File: config.mk
export PLATFORM = sky130hd
export DESIGN_NAME = lock_cmd_ctrl
export DESIGN_NICKNAME = d
export VERILOG_FILES = /design/src/rtl/lcc_pkg.sv /design/src/rtl/lcc_seq.sv /design/src/rtl/lcc_status.sv /design/src/rtl/lcc_lockbits.sv /design/src/rtl/lock_cmd_ctrl.sv
export SDC_FILE = /design/constraint.sdc
export NUM_CORES = 1
export LEC_CHECK = 0
export ABC_AREA = 1
export BUFFER_PORTS_ARGS = -buffer_cell sky130_fd_sc_hd__buf_4
export CAP_MARGIN = 20
export CORE_ASPECT_RATIO = 0.7
export CORE_UTILIZATION = 35
export CTS_BUF_LIST = sky130_fd_sc_hd__clkbuf_2
export CTS_CLUSTER_DIAMETER = 40
export DETAILED_ROUTE_END_ITERATION = 7
export GPL_TIMING_DRIVEN = 0
export SYNTH_ARGS = -nofsm -noshare
export SYNTH_HDL_FRONTEND = slang
export SYNTH_SLANG_ARGS = --single-unit
export TNS_END_PERCENT = 5
File: constraint.sdc
create_clock -name clk -period 4.1 [get_ports clk]
set_input_delay 0.205 -clock clk [delete_from_list [all_inputs] [get_ports clk]]
set_output_delay 0.205 -clock clk [all_outputs]
set_load 0.1 [all_outputs]
File: src/rtl/lcc_pkg.sv
package lcc_pkg;
  typedef enum logic [1:0] {
    ST_IDLE  = 2'd0,
    ST_SETUP = 2'd1,
    ST_RUN   = 2'd2
  } lcc_state_e;

  localparam logic [15:0] CMD_SETUP  = 16'h0060;
  localparam logic [15:0] CMD_LOCK   = 16'h0001;
  localparam logic [15:0] CMD_CLRALL = 16'h00D0;
  localparam logic [15:0] CMD_ARRAY  = 16'h00FF;
  localparam logic [15:0] CMD_CLRSR  = 16'h0050;

  localparam int SR_READY = 7;
  localparam int SR_CLRER = 5;
  localparam int SR_LCKER = 4;
  localparam int SR_VPPER = 3;
endpackage

File: src/rtl/lcc_seq.sv
module lcc_seq
  import lcc_pkg::*;
#(
  parameter int DATA_W    = 16,
  parameter int BLK_W     = 6,
  parameter int OP_CYCLES = 8
) (
  input  logic             clk,
  input  logic             rst_n,
  input  logic             wr_en,
  input  logic [DATA_W-1:0] wr_data,
  input  logic [BLK_W-1:0] wr_blk,
  input  logic             busy_in,
  input  logic             vpp_ok,
  output logic             go_evt,
  output logic             bad_evt,
  output logic             err_set_evt,
  output logic             err_clr_evt,
  output logic             err_vpp_evt,
  output logic             clr_sr_evt,
  output logic             apply_set,
  output logic             apply_clr,
  output logic [BLK_W-1:0] apply_idx,
  output logic             run_o,
  output logic             stat_mode_o
);
  localparam int CNT_W = $clog2(OP_CYCLES + 1);

  lcc_state_e       state_q;
  logic [CNT_W-1:0] cnt_q;
  logic             pend_clr_q;
  logic [BLK_W-1:0] pend_idx_q;
  logic             mode_q;

  function automatic logic code_is(input logic [DATA_W-1:0] d, input logic [15:0] c);
    return d == DATA_W'(c);
  endfunction

  logic is_setup, is_lock, is_clr, is_array, is_clrsr, is_valid_cfm;
  logic idle_wr, cfm, interlock_ok, done;

  assign is_setup     = code_is(wr_data, CMD_SETUP);
  assign is_lock      = code_is(wr_data, CMD_LOCK);
  assign is_clr       = code_is(wr_data, CMD_CLRALL);
  assign is_array     = code_is(wr_data, CMD_ARRAY);
  assign is_clrsr     = code_is(wr_data, CMD_CLRSR);
  assign is_valid_cfm = is_lock | is_clr;

  assign idle_wr      = (state_q == ST_IDLE) && wr_en;
  assign cfm          = (state_q == ST_SETUP) && wr_en;
  assign interlock_ok = !busy_in && vpp_ok;
  assign done         = (state_q == ST_RUN) && (cnt_q == '0);

  assign go_evt      = cfm && is_valid_cfm && interlock_ok;
  assign bad_evt     = cfm && !is_valid_cfm;
  assign err_set_evt = cfm && is_lock && !interlock_ok;
  assign err_clr_evt = cfm && is_clr && !interlock_ok;
  assign err_vpp_evt = cfm && is_valid_cfm && !vpp_ok;
  assign clr_sr_evt  = idle_wr && is_clrsr;

  assign apply_set   = done && !pend_clr_q;
  assign apply_clr   = done && pend_clr_q;
  assign apply_idx   = pend_idx_q;
  assign run_o       = (state_q == ST_RUN);
  assign stat_mode_o = mode_q;

  always_ff @(posedge clk or negedge rst_n) begin
    if (!rst_n) begin
      state_q    <= ST_IDLE;
      cnt_q      <= '0;
      pend_clr_q <= 1'b0;
      pend_idx_q <= '0;
      mode_q     <= 1'b0;
    end else begin
      unique case (state_q)
        ST_IDLE: begin
          if (idle_wr && is_setup) begin
            state_q <= ST_SETUP;
            mode_q  <= 1'b1;
          end else if (idle_wr && is_array) begin
            mode_q  <= 1'b0;
          end
        end
        ST_SETUP: begin
          if (go_evt) begin
            state_q    <= ST_RUN;
            cnt_q      <= CNT_W'(OP_CYCLES - 1);
            pend_clr_q <= is_clr;
            pend_idx_q <= wr_blk;
          end else if (wr_en) begin
            state_q <= ST_IDLE;
          end
        end
        ST_RUN: begin
          if (done) state_q <= ST_IDLE;
          else      cnt_q   <= cnt_q - 1'b1;
        end
        default: state_q <= ST_IDLE;
      endcase
    end
  end


  go_busy_chk: assert property (@(posedge clk) disable iff (!rst_n)
    go_evt |=> run_o);


  run_hold_chk: assert property (@(posedge clk) disable iff (!rst_n)
    (run_o && !done) |=> (run_o && stat_mode_o));
endmodule

File: src/rtl/lcc_status.sv
module lcc_status
  import lcc_pkg::*;
(
  input  logic       clk,
  input  logic       rst_n,
  input  logic       run_i,
  input  logic       bad_evt,
  input  logic       err_set_evt,
  input  logic       err_clr_evt,
  input  logic       err_vpp_evt,
  input  logic       clr_sr_evt,
  output logic [7:0] sr_o
);
  logic lck_er_q, clr_er_q, vpp_er_q;

  always_ff @(posedge clk or negedge rst_n) begin
    if (!rst_n) begin
      lck_er_q <= 1'b0;
      clr_er_q <= 1'b0;
      vpp_er_q <= 1'b0;
    end else if (clr_sr_evt) begin
      lck_er_q <= 1'b0;
      clr_er_q <= 1'b0;
      vpp_er_q <= 1'b0;
    end else begin
      lck_er_q <= lck_er_q | err_set_evt | bad_evt;
      clr_er_q <= clr_er_q | err_clr_evt | bad_evt;
      vpp_er_q <= vpp_er_q | err_vpp_evt;
    end
  end

  always_comb begin
    sr_o           = 8'h00;
    sr_o[SR_READY] = !run_i;
    sr_o[SR_CLRER] = clr_er_q;
    sr_o[SR_LCKER] = lck_er_q;
    sr_o[SR_VPPER] = vpp_er_q;
  end


  bad_seq_chk: assert property (@(posedge clk) disable iff (!rst_n)
    bad_evt |=> (sr_o[SR_CLRER] && sr_o[SR_LCKER]));


  clr_sr_chk: assert property (@(posedge clk) disable iff (!rst_n)
    clr_sr_evt |=> (sr_o[5:3] == 3'b000));


  vpp_flag_chk: assert property (@(posedge clk) disable iff (!rst_n)
    err_vpp_evt |=> sr_o[SR_VPPER]);
endmodule

File: src/rtl/lcc_lockbits.sv
module lcc_lockbits #(
  parameter int BLK_W = 6,
  localparam int NBLK = 1 << BLK_W
) (
  input  logic             clk,
  input  logic             por_n,
  input  logic             apply_set,
  input  logic             apply_clr,
  input  logic [BLK_W-1:0] set_idx,
  input  logic [BLK_W-1:0] qry_idx,
  input  logic [BLK_W-1:0] pe_idx,
  output logic             qry_locked,
  output logic             pe_locked
);
  logic [NBLK-1:0] bits_q;

  for (genvar g = 0; g < NBLK; g++) begin : g_cell
    always_ff @(posedge clk or negedge por_n) begin
      if (!por_n)                                            bits_q[g] <= 1'b0;
      else if (apply_clr)                                    bits_q[g] <= 1'b0;
      else if (apply_set && (set_idx == BLK_W'(g)))          bits_q[g] <= 1'b1;
    end
  end

  assign qry_locked = bits_q[qry_idx];
  assign pe_locked  = bits_q[pe_idx];


  set_take_chk: assert property (@(posedge clk) disable iff (!por_n)
    apply_set |=> bits_q[$past(set_idx)]);


  clr_all_chk: assert property (@(posedge clk) disable iff (!por_n)
    apply_clr |=> (bits_q == '0));


  hold_bits_chk: assert property (@(posedge clk) disable iff (!por_n)
    (!apply_set && !apply_clr) |=> $stable(bits_q));
endmodule

File: src/rtl/lock_cmd_ctrl.sv
module lock_cmd_ctrl #(
  parameter int ADDR_W    = 16,
  parameter int DATA_W    = 16,
  parameter int BLK_SHIFT = 10,
  parameter int OP_CYCLES = 8
) (
  input  logic              clk,
  input  logic              por_n,
  input  logic              rst_n,
  input  logic              wr_en,
  input  logic [ADDR_W-1:0] wr_addr,
  input  logic [DATA_W-1:0] wr_data,
  input  logic              busy_in,
  input  logic              vpp_ok,
  input  logic [ADDR_W-1:0] qry_addr,
  output logic              qry_locked,
  input  logic              pe_req,
  input  logic [ADDR_W-1:0] pe_addr,
  output logic              pe_refuse,
  output logic              pe_allow,
  output logic              ready,
  output logic              stat_mode,
  output logic [7:0]        status
);
  localparam int BLK_W = ADDR_W - BLK_SHIFT;

  function automatic logic [BLK_W-1:0] blk_of(input logic [ADDR_W-1:0] a);
    return a[ADDR_W-1:BLK_SHIFT];
  endfunction

  logic             seq_rst_n;
  logic             go_evt, bad_evt, err_set_evt, err_clr_evt, err_vpp_evt, clr_sr_evt;
  logic             apply_set, apply_clr, run;
  logic [BLK_W-1:0] apply_idx;
  logic             pe_locked;

  assign seq_rst_n = rst_n & por_n;

  lcc_seq #(.DATA_W(DATA_W), .BLK_W(BLK_W), .OP_CYCLES(OP_CYCLES)) u_seq (
    .clk(clk), .rst_n(seq_rst_n), .wr_en(wr_en), .wr_data(wr_data),
    .wr_blk(blk_of(wr_addr)), .busy_in(busy_in), .vpp_ok(vpp_ok),
    .go_evt(go_evt), .bad_evt(bad_evt), .err_set_evt(err_set_evt),
    .err_clr_evt(err_clr_evt), .err_vpp_evt(err_vpp_evt), .clr_sr_evt(clr_sr_evt),
    .apply_set(apply_set), .apply_clr(apply_clr), .apply_idx(apply_idx),
    .run_o(run), .stat_mode_o(stat_mode)
  );

  lcc_status u_status (
    .clk(clk), .rst_n(seq_rst_n), .run_i(run), .bad_evt(bad_evt),
    .err_set_evt(err_set_evt), .err_clr_evt(err_clr_evt),
    .err_vpp_evt(err_vpp_evt), .clr_sr_evt(clr_sr_evt), .sr_o(status)
  );

  lcc_lockbits #(.BLK_W(BLK_W)) u_bits (
    .clk(clk), .por_n(por_n), .apply_set(apply_set), .apply_clr(apply_clr),
    .set_idx(apply_idx), .qry_idx(blk_of(qry_addr)), .pe_idx(blk_of(pe_addr)),
    .qry_locked(qry_locked), .pe_locked(pe_locked)
  );

  assign ready     = !run;
  assign pe_refuse = pe_req && pe_locked;
  assign pe_allow  = pe_req && !pe_locked;


  pe_excl_chk: assert property (@(posedge clk) disable iff (!por_n)
    !(pe_refuse && pe_allow));


  refuse_quiet_chk: assert property (@(posedge clk) disable iff (!seq_rst_n)
    (err_set_evt || err_clr_evt) |=> ready);
endmodule

==> results <==
- The clock passes through at most 2 buffers.
- The arrival time reported for the critical path endpoint is 2.80 ns.
- Setup repair after global routing left no endpoint under its margin.
- The adder-cell share of the synthesized area is 0.0147.
- The tree is rooted in a sky130_fd_sc_hd__clkbuf_2.
- The total I/O pin count is 84.
- The area share of the largest cell type after synthesis is 0.396.
- The analysis attributes to cell leakage a power of about 0.0029 µW.
- The total number of vias is 5386.
- After layout, the worst setup slack is 1.73 ns.
- The critical-path cell with the highest stage delay is sky130_fd_sc_hd__clkbuf_1.
- The fraction of layout instances using a drive strength above 1 is 0.140.
- The maximum net fanout on the critical path is 10.
- sky130_fd_sc_hd__dfrtp_1 takes more of the synthesized area than any other cell.
- The destination of the critical timing path is u_bits.bits_q[1]$_DFFE_PN0P_.
- TritonCTS built the clock tree.
- The first global-routing pass estimated 28.0 mm of wire.
- After clock tree synthesis, the repair step resized 0 gates.
- Input and output buffers added on the ports amount to 43.
- Once the clock tree was built, the setup fixing pass inserted 0 buffers.
- After the first detailed-routing iteration, the DRC count stood at 675.
- Counting every sink on the clock net gives 81.
- The sort of element at the start of the critical path is a flip-flop.
- In this run the horizontal extent of the chip is 147 µm.
- The detailed-router iteration count before antenna repair is 6.
- The number of global-route vias before repair was 4798.
- Clock tree synthesis inserted a total of 9 buffers.
- After detailed routing, the number of remaining DRC violations is 0.
- The overall overflow remaining after global route is 0.
- Counting flops and latches in the post-synthesis netlist gives 81.
- In this run the critical register-to-register path is captured at u_bits.bits_q[1]$_DFFE_PN0P_.
- The gate count after technology mapping is 728.
- For the final database, setup skew stands at 0.0250 ns.
- The number of buffers added to fix hold violations after cts is 12.
- The antenna diode count is 0.
- Of the total synthesized cell area, the portion taken by XOR and XNOR cells is 0.00342.
- The finished cells cover roughly 5900 µm².
- Derived from the worst setup path, the maximum achievable clock frequency is about 420 MHz.
- After detailed routing, the average wire length per cell comes to 18.0 µm.
- The launch instance of the worst register-to-register path is u_seq.state_q[0]$_DFFE_PN0P_.
- For the pin with the worst max-slew slack, the measured transition is 0.875 ns.
- The final number of hold-violating endpoints is 0.
- The initial antenna violation count was 0.
- From synthesis to final layout, the design area changed by 15.7%.
- By area, the combinational part of the netlist is dominated by simple AND/OR/NAND/NOR gates.
- A synthesized cell averages 7.03 µm².
- In this run the remaining antenna-violating nets after routing total 0.
- The vertical die dimension is 103 µm.
- For this configuration, the core starts out at a cell density of 0.363.
- The floorplan has 36 rows.
- The time the final worst path needs with I/O delays and setup is roughly 2.4 ns.
- The post-synthesis share of cell area spent on and, or, nand and nor gates is 0.321.
- Setup violations remaining at the end of the flow were counted as 0.
- The largest stage delay on the critical path is 0.53 ns.
- The H-tree generated during clock tree synthesis spans 3 levels.
- After floorplanning, the core was sized to cover 14100 µm².
- The number of filler instances in the final layout is around 1500.
- The number of slew-limit violations in the final report is 0.
- The total negative setup slack is 0 ns.
- Summing all placed instances gives a cell area of around 5700 µm².
- The run finished with clean final reports.
- The routed wire length is 17.8 mm.
- Across every metal layer, demand over resource in global routing totals 0.248.
- The critical path required time is 4.53 ns.
- The placer congestion estimate is 0.952.
- Clock-pin slew was measured on the worst setup and hold paths at 0.24 ns.
- The count of nets after finishing is 874.
- The worst min-delay path category is input pin to flip-flop.
- Power spread over the standard cell area amounts to between 200 and 300 nW/µm².
- The count of yosys warnings during synthesis is 0.
- The kind of end point of the critical path is a flip-flop.
- The worst IR drop on VDD is 0.116 mV.
- Across all register-to-register paths, the minimum setup slack is around 1.7 ns.
- Detailed placement ended at an HPWL of between 10 and 15 mm.
- The number of distinct library cell variants in the gate-level netlist after synthesis is 39.
- The critical path class is flip-flop to flip-flop.
- The worst slack at placement is 1.79 ns.
- The pin count of the biggest net entering global routing is 66.
- The worst reg2reg path depth is 6.
- The floorplan step defined a die boundary enclosing 15100 µm².
- The clock latency reported for the late side of the worst-skew pair is around 0.56 ns.
- The worst relative slew slack is 0.417.
- The max capacitance violation total is 0.
- Ranked by total cell area, the synthesized netlist is headed by sky130_fd_sc_hd__dfrtp_1 (40%), sky130_fd_sc_hd__nand2_1 (13%), sky130_fd_sc_hd__nand3_1 (12%).
- The critical path goes through inv_1, ha_1, nand4_4, nor2_2, clkbuf_1, o21ai_0.
- The part of the Yosys area used for sequential elements is 0.396.
- The worst setup path startpoint is u_seq.state_q[0]$_DFFE_PN0P_.
- The proportion of synthesized area in mux cells is 0.
- The ratio of final minimum period to clock period is 0.579.
- The compound-gate portion of the synthesized area was 0.158.
- The post-synthesis cell area is 5120 µm².
- In the routed layout, each cell is associated on average with a via count of 5.43.
==> state kept, by name, summed over array words and instances (netlist names) <==
signal	cells
u_bits.bits_q	64
u_seq.apply_idx	6
u_seq.cnt_q	4
u_seq.pend_clr_q	1
u_seq.stat_mode_o	1
u_seq.state_q	2
u_status.clr_er_q	1
u_status.lck_er_q	1
u_status.vpp_er_q	1
==> where the power goes <==
group	leakage, µW	total [µW]	switching, µW	internal [µW]
Clock	0.0000678	443	303	140
Combinational	0.00169	379	253	126
Sequential	0.00111	835	13.5	821
==> critical path, delay by kind of cell, from the launching register on <==
kind | cells | cell delay, ns
AOI/OAI and AO/OA | 1 | 0.16
adders and majority gates | 1 | 0.25
buffers and inverters | 2 | 0.66
DFF | 1 | 0.44
and+or+nand+nor | 2 | 0.73
==> Yosys cell counts (all sizes together) <==
cell type and count:
buf 32, dfrtp 81, xor2 2, or2 2, nand3 121, ha 6
a31oi 1, o211ai 6, o21bai 1, nand4 3, o32ai 5, clkbuf 13
o31ai 8, nor4 2, conb 1, nand2 181, a21oi 31, o21ai 94
inv 80, nor3b 1, clkinv 1, nor2 50, nor3 6
==> per-layer routing <==
metal,wire [µm],part of all wire,track usage,vias up
met1,8330,0.47,0.379,2524
li1,-,-,-,2523
met4,264,0.015,0.0481,0
met2,6550,0.37,0.328,309
met5,0,0,0,-
met3,2670,0.15,0.0881,30
==> cell families (layout without fill, tap and decap cells) <==
kind of cell             Yosys count  after routing
AO/OA/AOI/OAI                    146            146
XOR/XNOR                           2              2
adder cells (fa/ha/maj)            6              6
buffers and inverters            126            197
flip-flops                        81             81
other                              1              4
AND/OR/NAND/NOR                  366            366
==> stage by stage <==
stage,cells,util,hold slack [ns],power (µW)
finish,992,0.420,0.0512,1660
global route,992,0.420,0.0578,1750
CTS,992,0.420,0.0292,1670
detailed placement,964,0.404,0.373,1210
global placement,964,0.404,0.371,1210
floorplan,731,-,-0.0906,1100
==> worst min-delay path by stage <==
| stage | startpoint | end | depth (start not counted) |
|---|---|---|---|
| floorplan | por_n | u_bits.bits_q[0]$_DFFE_PN0P_ | 0 |
| global placement | por_n | u_bits.bits_q[2]$_DFFE_PN0P_ | 1 |
| detailed placement | por_n | u_bits.bits_q[49]$_DFFE_PN0P_ | 1 |
| CTS | wr_data[0] | u_status.vpp_er_q$_DFF_PN0_ | 5 |
| global route | wr_en | u_seq.state_q[1]$_DFFE_PN0P_ | 5 |
| finish | wr_data[0] | u_status.vpp_er_q$_DFF_PN0_ | 5 |
==> cells in the final DEF (no fill, tap or decap), types with 3 or more instances in the layout <==
master                          count
sky130_fd_sc_hd__o32ai_1            5
sky130_fd_sc_hd__nor3_1             3
sky130_fd_sc_hd__o21ai_2            6
sky130_fd_sc_hd__o211ai_1           6
sky130_fd_sc_hd__nor2_2             3
sky130_fd_sc_hd__nand3_1          119
sky130_fd_sc_hd__buf_4             52
sky130_fd_sc_hd__clkinv_1           3
sky130_fd_sc_hd__o21ai_0           85
sky130_fd_sc_hd__o21ai_1            3
sky130_fd_sc_hd__ha_1               6
sky130_fd_sc_hd__a21oi_1           31
sky130_fd_sc_hd__nor2_1            46
sky130_fd_sc_hd__inv_2              3
sky130_fd_sc_hd__conb_1             4
sky130_fd_sc_hd__clkbuf_2           9
sky130_fd_sc_hd__inv_1             77
sky130_fd_sc_hd__o31ai_1            8
sky130_fd_sc_hd__nand2_1          178
sky130_fd_sc_hd__dlygate4sd3_1     12
sky130_fd_sc_hd__buf_2             21
sky130_fd_sc_hd__dfrtp_1           81
sky130_fd_sc_hd__clkbuf_1          13
==> area by class of cell <==
cell class | count | area, µm² | share of cell area
clock inverter | 7 | 67.6 | 0.0114
buffer | 45 | 236 | 0.0399
multi-input combinational | 524 | 2560 | 0.432
tap | 190 | 238 | 0.0401
inverter | 81 | 304 | 0.0513
timing repair buffer | 55 | 443 | 0.0748
sequential | 81 | 2030 | 0.342
clock buffer | 9 | 45.0 | 0.00761
No activity file was read; power rests on OpenSTA's default activity.
